File: src/rtl/startup_seq_pkg.sv
package startup_seq_pkg;

  typedef enum logic [2:0] {
    ST_IDLE      = 3'd0,
    ST_WAIT_SLOT = 3'd1,
    ST_SETTLE    = 3'd2,
    ST_WAIT_ZC   = 3'd3,
    ST_SOFT      = 3'd4,
    ST_RUN       = 3'd5,
    ST_FAULT     = 3'd6
  } seq_state_t;

  typedef struct packed {
    logic relay;
    logic preset;
    logic pwm;
    logic run;
    logic fault;
  } seq_drive_t;

  function automatic seq_drive_t drive_for(seq_state_t s);
    seq_drive_t d;
    d = '0;
    case (s)
      ST_SETTLE, ST_WAIT_ZC: d.relay = 1'b1;
      ST_SOFT: begin
        d.relay  = 1'b1;
        d.pwm    = 1'b1;
        d.preset = 1'b1;
      end
      ST_RUN: begin
        d.relay = 1'b1;
        d.pwm   = 1'b1;
        d.run   = 1'b1;
      end
      ST_FAULT: d.fault = 1'b1;
      default: d = '0;
    endcase
    return d;
  endfunction

endpackage

File: src/rtl/zc_slot_predictor.sv
module zc_slot_predictor #(
  parameter int TIMER_W     = 12,
  parameter int RELAY_DELAY = 5
) (
  input  logic clk,
  input  logic rst,
  input  logic enable,
  input  logic tick,
  input  logic zc,
  output logic fire
);
  localparam logic [TIMER_W:0] DLY_EXT = (TIMER_W + 1)'(RELAY_DELAY);

  logic [TIMER_W-1:0] timer_q;
  logic [TIMER_W-1:0] period_q;
  logic               seen_q;
  logic               valid_q;

  always_ff @(posedge clk) begin
    if (rst) begin
      timer_q  <= '0;
      period_q <= '0;
      seen_q   <= 1'b0;
      valid_q  <= 1'b0;
    end else if (zc) begin
      timer_q  <= '0;
      period_q <= timer_q;
      seen_q   <= enable;
      valid_q  <= enable && seen_q;
    end else begin
      if (tick && (timer_q != '1)) timer_q <= timer_q + 1'b1;
      if (!enable) begin
        seen_q  <= 1'b0;
        valid_q <= 1'b0;
      end
    end
  end

  // predicted crossing lies within RELAY_DELAY ticks of the current count
  always_comb begin
    fire = valid_q && !zc &&
           (({1'b0, timer_q} + DLY_EXT) >= {1'b0, period_q});
  end

  // count frozen when no tick and no crossing
  p_hold_without_tick_r3: assert property (@(posedge clk) disable iff (rst)
    (!tick && !zc) |=> (timer_q == $past(timer_q)));

  // a single crossing never yields a valid period
  p_one_crossing_not_valid_r3: assert property (@(posedge clk) disable iff (rst)
    (zc && !seen_q) |=> !valid_q);

endmodule

File: src/rtl/softstart_timer.sv
module softstart_timer #(
  parameter int LIMIT = 100
) (
  input  logic clk,
  input  logic rst,
  input  logic active,
  output logic expired
);
  localparam int CW = $clog2(LIMIT + 1);
  localparam logic [CW-1:0] LAST = CW'(LIMIT - 1);

  logic [CW-1:0] cnt_q;

  always_ff @(posedge clk) begin
    if (rst || !active)      cnt_q <= '0;
    else if (cnt_q != LAST)  cnt_q <= cnt_q + 1'b1;
  end

  always_comb expired = active && (cnt_q == LAST);

endmodule

File: src/rtl/startup_fsm.sv
module startup_fsm
  import startup_seq_pkg::*;
(
  input  logic       clk,
  input  logic       rst,
  input  logic       enable,
  input  logic       zc,
  input  logic       bulk_ok,
  input  logic       fire,
  input  logic       expired,
  output seq_state_t state_q,
  output seq_drive_t drv_q
);
  seq_state_t state_n;

  always_comb begin
    state_n = state_q;
    if (!enable) begin
      state_n = ST_IDLE;
    end else begin
      case (state_q)
        ST_IDLE:      state_n = ST_WAIT_SLOT;
        ST_WAIT_SLOT: if (fire) state_n = ST_SETTLE;
        ST_SETTLE:    if (zc)   state_n = ST_WAIT_ZC;
        ST_WAIT_ZC:   if (zc)   state_n = ST_SOFT;
        ST_SOFT: begin
          if (bulk_ok)      state_n = ST_RUN;
          else if (expired) state_n = ST_FAULT;
        end
        ST_RUN:       state_n = ST_RUN;
        ST_FAULT:     state_n = ST_FAULT;
        default:      state_n = ST_IDLE;
      endcase
    end
  end

  always_ff @(posedge clk) begin
    if (rst) begin
      state_q <= ST_IDLE;
      drv_q   <= '0;
    end else begin
      state_q <= state_n;
      drv_q   <= drive_for(state_n);
    end
  end

  p_disable_to_idle_r2: assert property (@(posedge clk) disable iff (rst)
    !enable |=> (state_q == ST_IDLE));

  p_relay_follows_fire_r4: assert property (@(posedge clk) disable iff (rst)
    $rose(drv_q.relay) |-> $past(fire));

  p_soft_on_crossing_r6: assert property (@(posedge clk) disable iff (rst)
    $rose(drv_q.pwm) |-> $past(zc));

  p_run_needs_bulk_r7: assert property (@(posedge clk) disable iff (rst)
    $rose(drv_q.run) |-> $past(bulk_ok));

  p_fault_after_expiry_r8: assert property (@(posedge clk) disable iff (rst)
    $rose(drv_q.fault) |-> ($past(expired) && !$past(bulk_ok)));

endmodule

File: src/rtl/boost_startup_seq.sv
module boost_startup_seq
  import startup_seq_pkg::*;
#(
  parameter int TIMER_W     = 12,
  parameter int RELAY_DELAY = 5,
  parameter int SS_TIMEOUT  = 100
) (
  input  logic       clk,
  input  logic       rst,
  input  logic       enable,
  input  logic       zc_strobe,
  input  logic       time_tick,
  input  logic       bulk_at_ref,
  output logic       relay_drive,
  output logic       peak_cmd_preset,
  output logic       pwm_clk_en,
  output logic       run_flag,
  output logic       fault_flag,
  output logic [2:0] seq_state
);
  logic       slot_fire;
  logic       ss_expired;
  seq_state_t state_w;
  seq_drive_t drv_w;

  zc_slot_predictor #(
    .TIMER_W     (TIMER_W),
    .RELAY_DELAY (RELAY_DELAY)
  ) u_pred (
    .clk    (clk),
    .rst    (rst),
    .enable (enable),
    .tick   (time_tick),
    .zc     (zc_strobe),
    .fire   (slot_fire)
  );

  softstart_timer #(
    .LIMIT (SS_TIMEOUT)
  ) u_tmo (
    .clk     (clk),
    .rst     (rst),
    .active  (state_w == ST_SOFT),
    .expired (ss_expired)
  );

  startup_fsm u_fsm (
    .clk     (clk),
    .rst     (rst),
    .enable  (enable),
    .zc      (zc_strobe),
    .bulk_ok (bulk_at_ref),
    .fire    (slot_fire),
    .expired (ss_expired),
    .state_q (state_w),
    .drv_q   (drv_w)
  );

  assign seq_state       = state_w;
  assign relay_drive     = drv_w.relay;
  assign peak_cmd_preset = drv_w.preset;
  assign pwm_clk_en      = drv_w.pwm;
  assign run_flag        = drv_w.run;
  assign fault_flag      = drv_w.fault;

endmodule

File: config.mk
export PLATFORM = sky130hd
export DESIGN_NAME = boost_startup_seq
export DESIGN_NICKNAME = d
export VERILOG_FILES = /design/src/rtl/startup_seq_pkg.sv /design/src/rtl/zc_slot_predictor.sv /design/src/rtl/softstart_timer.sv /design/src/rtl/startup_fsm.sv /design/src/rtl/boost_startup_seq.sv
export SDC_FILE = /design/constraint.sdc
export NUM_CORES = 1
export LEC_CHECK = 0
export BUFFER_PORTS_ARGS = -buffer_cell sky130_fd_sc_hd__buf_2
export CORE_UTILIZATION = 35
export CTS_CLUSTER_SIZE = 16
export DETAILED_ROUTE_END_ITERATION = 7
export SKIP_CTS_REPAIR_TIMING = 1
export SLEW_MARGIN = 15
export SYNTH_ARGS = -nofsm -noshare
export SYNTH_HDL_FRONTEND = slang
export SYNTH_SLANG_ARGS = --single-unit
File: constraint.sdc
create_clock -name clk -period 4.4 [get_ports clk]
set_input_delay 0.44 -clock clk [delete_from_list [all_inputs] [get_ports clk]]
set_output_delay 0.44 -clock clk [all_outputs]
set_load 0.02 [all_outputs]
==> flow_metrics.py <==
metrics = {
    "pwr": {
        "comb_power_share": 0.034,
        "power.internal_mw": 0.567,
        "clkPwrFrac": 0.436,
        "power_switching_share": 0.200,
        "switchingPower_mw": 0.142,
        "p_leak_nw": 0.968,
        "ir_drop_mv": 0.126,
        "cellPowerDensity_nw_per_um2": 295,
        "sequentialPowerShare": 0.529,
        "power_mw": 0.709,
    },
    "floorplan": {
        "io_pins": 14,
        "start_util": 0.368,
        "die_h_um": 81.4,
        "core_area_um2": 5990,
        "die_area_um2": 6620,
        "rows": 28,
        "die_w_um": 81.4,
    },
    "critical_path": {
        "crit_fanout": 6,
        "cp.required_ns": 4.58,
        "path_class": "register to register",
        "crit_arrival_ns": 3.02,
        "worstSetupEndpointType": "register",
        "start_kind": "register",
    },
    "detailed_routing": {
        "wl_per_cell_um": 12.4,
        "via_per_inst": 4.91,
        "ant_nets": 0,
        "routed_wl_um": 4190,
        "num_vias": 1658,
        "drc": 0,
        "drtIter0Drc": 37,
        "drtPass1Iterations": 4,
    },
    "clock_tree": {
        "ctsHtreeMaxLevel": 2,
        "root_buffer": "clkbuf_8",
        "cts_tree": "built",
        "numCtsBuffers": 5,
        "clk_path_buf_depth": 2,
        "clk_pin_slew_ns": 0.08,
        "cts.sink_count": 41,
        "insertion_delay_ns": 0.29,
    },
    "synthesis": {
        "ys_async_sr_fraction": 0,
        "yosysTopAreaCell": "dfxtp_1",
        "synth_fa_ha_area_frac": 0.0794,
        "yosysTopAreaCellShare": 0.372,
        "synth-edff-count": 0,
        "synth_simple_gate_area_frac": 0.241,
        "syn_area_per_cell_um2": 8.65,
        "synthMuxAreaShare": 0.0726,
        "synth_xor_area_frac": 0.0913,
        "yosysSeqAreaShare": 0.372,
        "synth_cell_types": 40,
        "yosys_warnings": 0,
        "synth_seq_cells": 41,
        "ys_top_cells_by_area": "dfxtp_1, ha_1, mux2i_1, nor2_1, xor2_1",
        "synth_area_um2": 2210,
        "synth_nets": 275,
        "synth_cells": 255,
        "synth_ff_type": "dfxtp_1",
        "synth_top_family_by_area": "simple AND/OR/NAND/NOR gates",
        "synth_compound_area_frac": 0.0868,
    },
    "placed_design": {
        "placed_cells": 330,
        "dp_slack_ns": 1.57,
        "place_hpwl_um": 3080,
        "port_buffers": 13,
        "placed_cell_area_um2": 2290,
        "routabilityCongestion": 0.771,
    },
    "global_route": {
        "globalRouteTotalUtil": 0.143,
        "grt_overflow": 0,
        "grt_pass1_vias": 1587,
        "top_usage_layer": "met2",
        "gr-usage-met1": 0.192,
        "grt_util_met2": 0.225,
        "use_met3": 0.0337,
        "grt_max_degree": 20,
        "grt_antenna_before_repair": 0,
        "grt_pass1_wl_um": 7220,
    },
    "finish": {
        "area_growth_pct": 9.19,
        "final_nets": 282,
        "final_util": 0.402,
        "drive_above_1_share": 0.110,
        "final_cells": 338,
        "finish.instance_area_um2": 2410,
        "n_antenna_cell": 0,
    },
    "timing": {
        "fin_crit_sh": 0.644,
        "holdWs_ns": 0.453,
        "drv_slew": 0,
        "setup_tns_ns": 0,
        "tightest_slew_ns": 0.526,
        "fin_crit_ns": 2.83,
        "slew_headroom": 0.646,
        "setup_slack_ns": 1.57,
        "max_freq_mhz": 353,
        "final-hold-violation-count": 0,
        "rsz0062_at_grt": "no",
        "skew_ns": 0.0114,
        "setup_viol": 0,
    },
    "status": {
        "status": "completed",
    },
    "run": {
        "cap_viol_max_count": 0,
    },
    "hold_path": {
        "hp-class": "primary input to register",
    },
}
==> metal layers <==
layer	vias to the layer above	part of all wire
met1	748	0.53
met3	2	0.032
met4	0	0.0055
met5	-	0
li1	884	-
met2	24	0.43
==> cells in the mapped netlist, drive strengths merged (3+ instances only) <==
| cell type | number |
|---|---|
| clkbuf | 6 |
| and3 | 6 |
| and4 | 5 |
| a31oi | 3 |
| a21oi | 12 |
| nand3 | 14 |
| nor2b | 3 |
| nand2 | 14 |
| inv | 14 |
| xor2 | 13 |
| or2 | 3 |
| or3 | 3 |
| dfxtp | 41 |
| mux2i | 16 |
| nand4 | 4 |
| xnor2 | 10 |
| o21bai | 3 |
| nand2b | 5 |
| buf | 7 |
| nor3 | 3 |
| ha | 14 |
| o21ai | 5 |
| nor2 | 39 |
==> cell type report <==
| cell class | count | area [um^2] |
|---|---|---|
| fillers | 631 | 3580 |
| multi-input cells | 187 | 1260 |
| flip-flops and latches | 41 | 821 |
| well taps | 75 | 93.8 |
| clock buffers | 7 | 86.3 |
| repair buffers | 13 | 65.1 |
| inverters | 14 | 52.6 |
| clock inverters | 1 | 30.0 |
==> worst max-delay path: stages, from the launching register on <==
cell	delay (ns)
dfxtp_1	0.37
ha_1	0.31
o21bai_1	0.27
nor2_1	0.10
xor2_1	0.15
ha_1	0.30
a21oi_1	0.22
nor2b_4	0.06
or4_1	0.50
o31a_1	0.28
and3_1	0.17
==> placed cells by master, fill, tap and decap left out, types with 5 or more instances in the layout <==
master,instances
nand3_1,14
xnor2_1,10
inv_1,14
mux2i_1,16
a21oi_1,12
xor2_1,13
dfxtp_1,41
clkbuf_8,6
and3_1,6
ha_1,14
nor2_1,39
nand2_1,14
nand2b_1,5
buf_2,13
==> power by group through the flow <==
stage / clock network (mW) / registers, mW / logic (mW)
3_5_place_dp: 0 / 0.384 / 0.0246
6_report: 0.310 / 0.375 / 0.0244
5_1_grt: 0.337 / 0.376 / 0.0273
2_1_floorplan: 0 / 0.383 / 0.0179
4_1_cts: 0.321 / 0.375 / 0.0247
3_3_place_gp: 0 / 0.384 / 0.0249
==> sequential cells by signal (all words and copies together), names as in the netlist <==
name / cells
u_fsm.drv_q: 5
u_fsm.state_q: 3
u_pred.period_q: 12
u_pred.seen_q: 1
u_pred.timer_q: 12
u_pred.valid_q: 1
u_tmo.cnt_q: 7
==> final timing paths <==
| kind | from | end | slack [ns] | cells after the start |
|---|---|---|---|---|
| worst max-delay path | u_pred.timer_q[0] | u_fsm.drv_q[3] | 1.57 | 10 |
| worst min-delay path | time_tick | u_pred.timer_q[1] | 0.45 | 3 |
| worst max register to register | u_pred.timer_q[0] | u_fsm.drv_q[3] | 1.57 | 10 |
| worst min register to register | u_pred.seen_q | u_pred.valid_q | 0.48 | 2 |
==> kinds of logic (layout without fill, tap and decap cells) <==
family | count (synthesis) | in the layout
fa+ha+maj | 14 | 14
simple gates | 104 | 104
xor+xnor | 23 | 23
mux | 16 | 16
flops | 41 | 41
compound gates | 30 | 30
buf+inv | 27 | 35
Power figures use the tool's default switching activity.
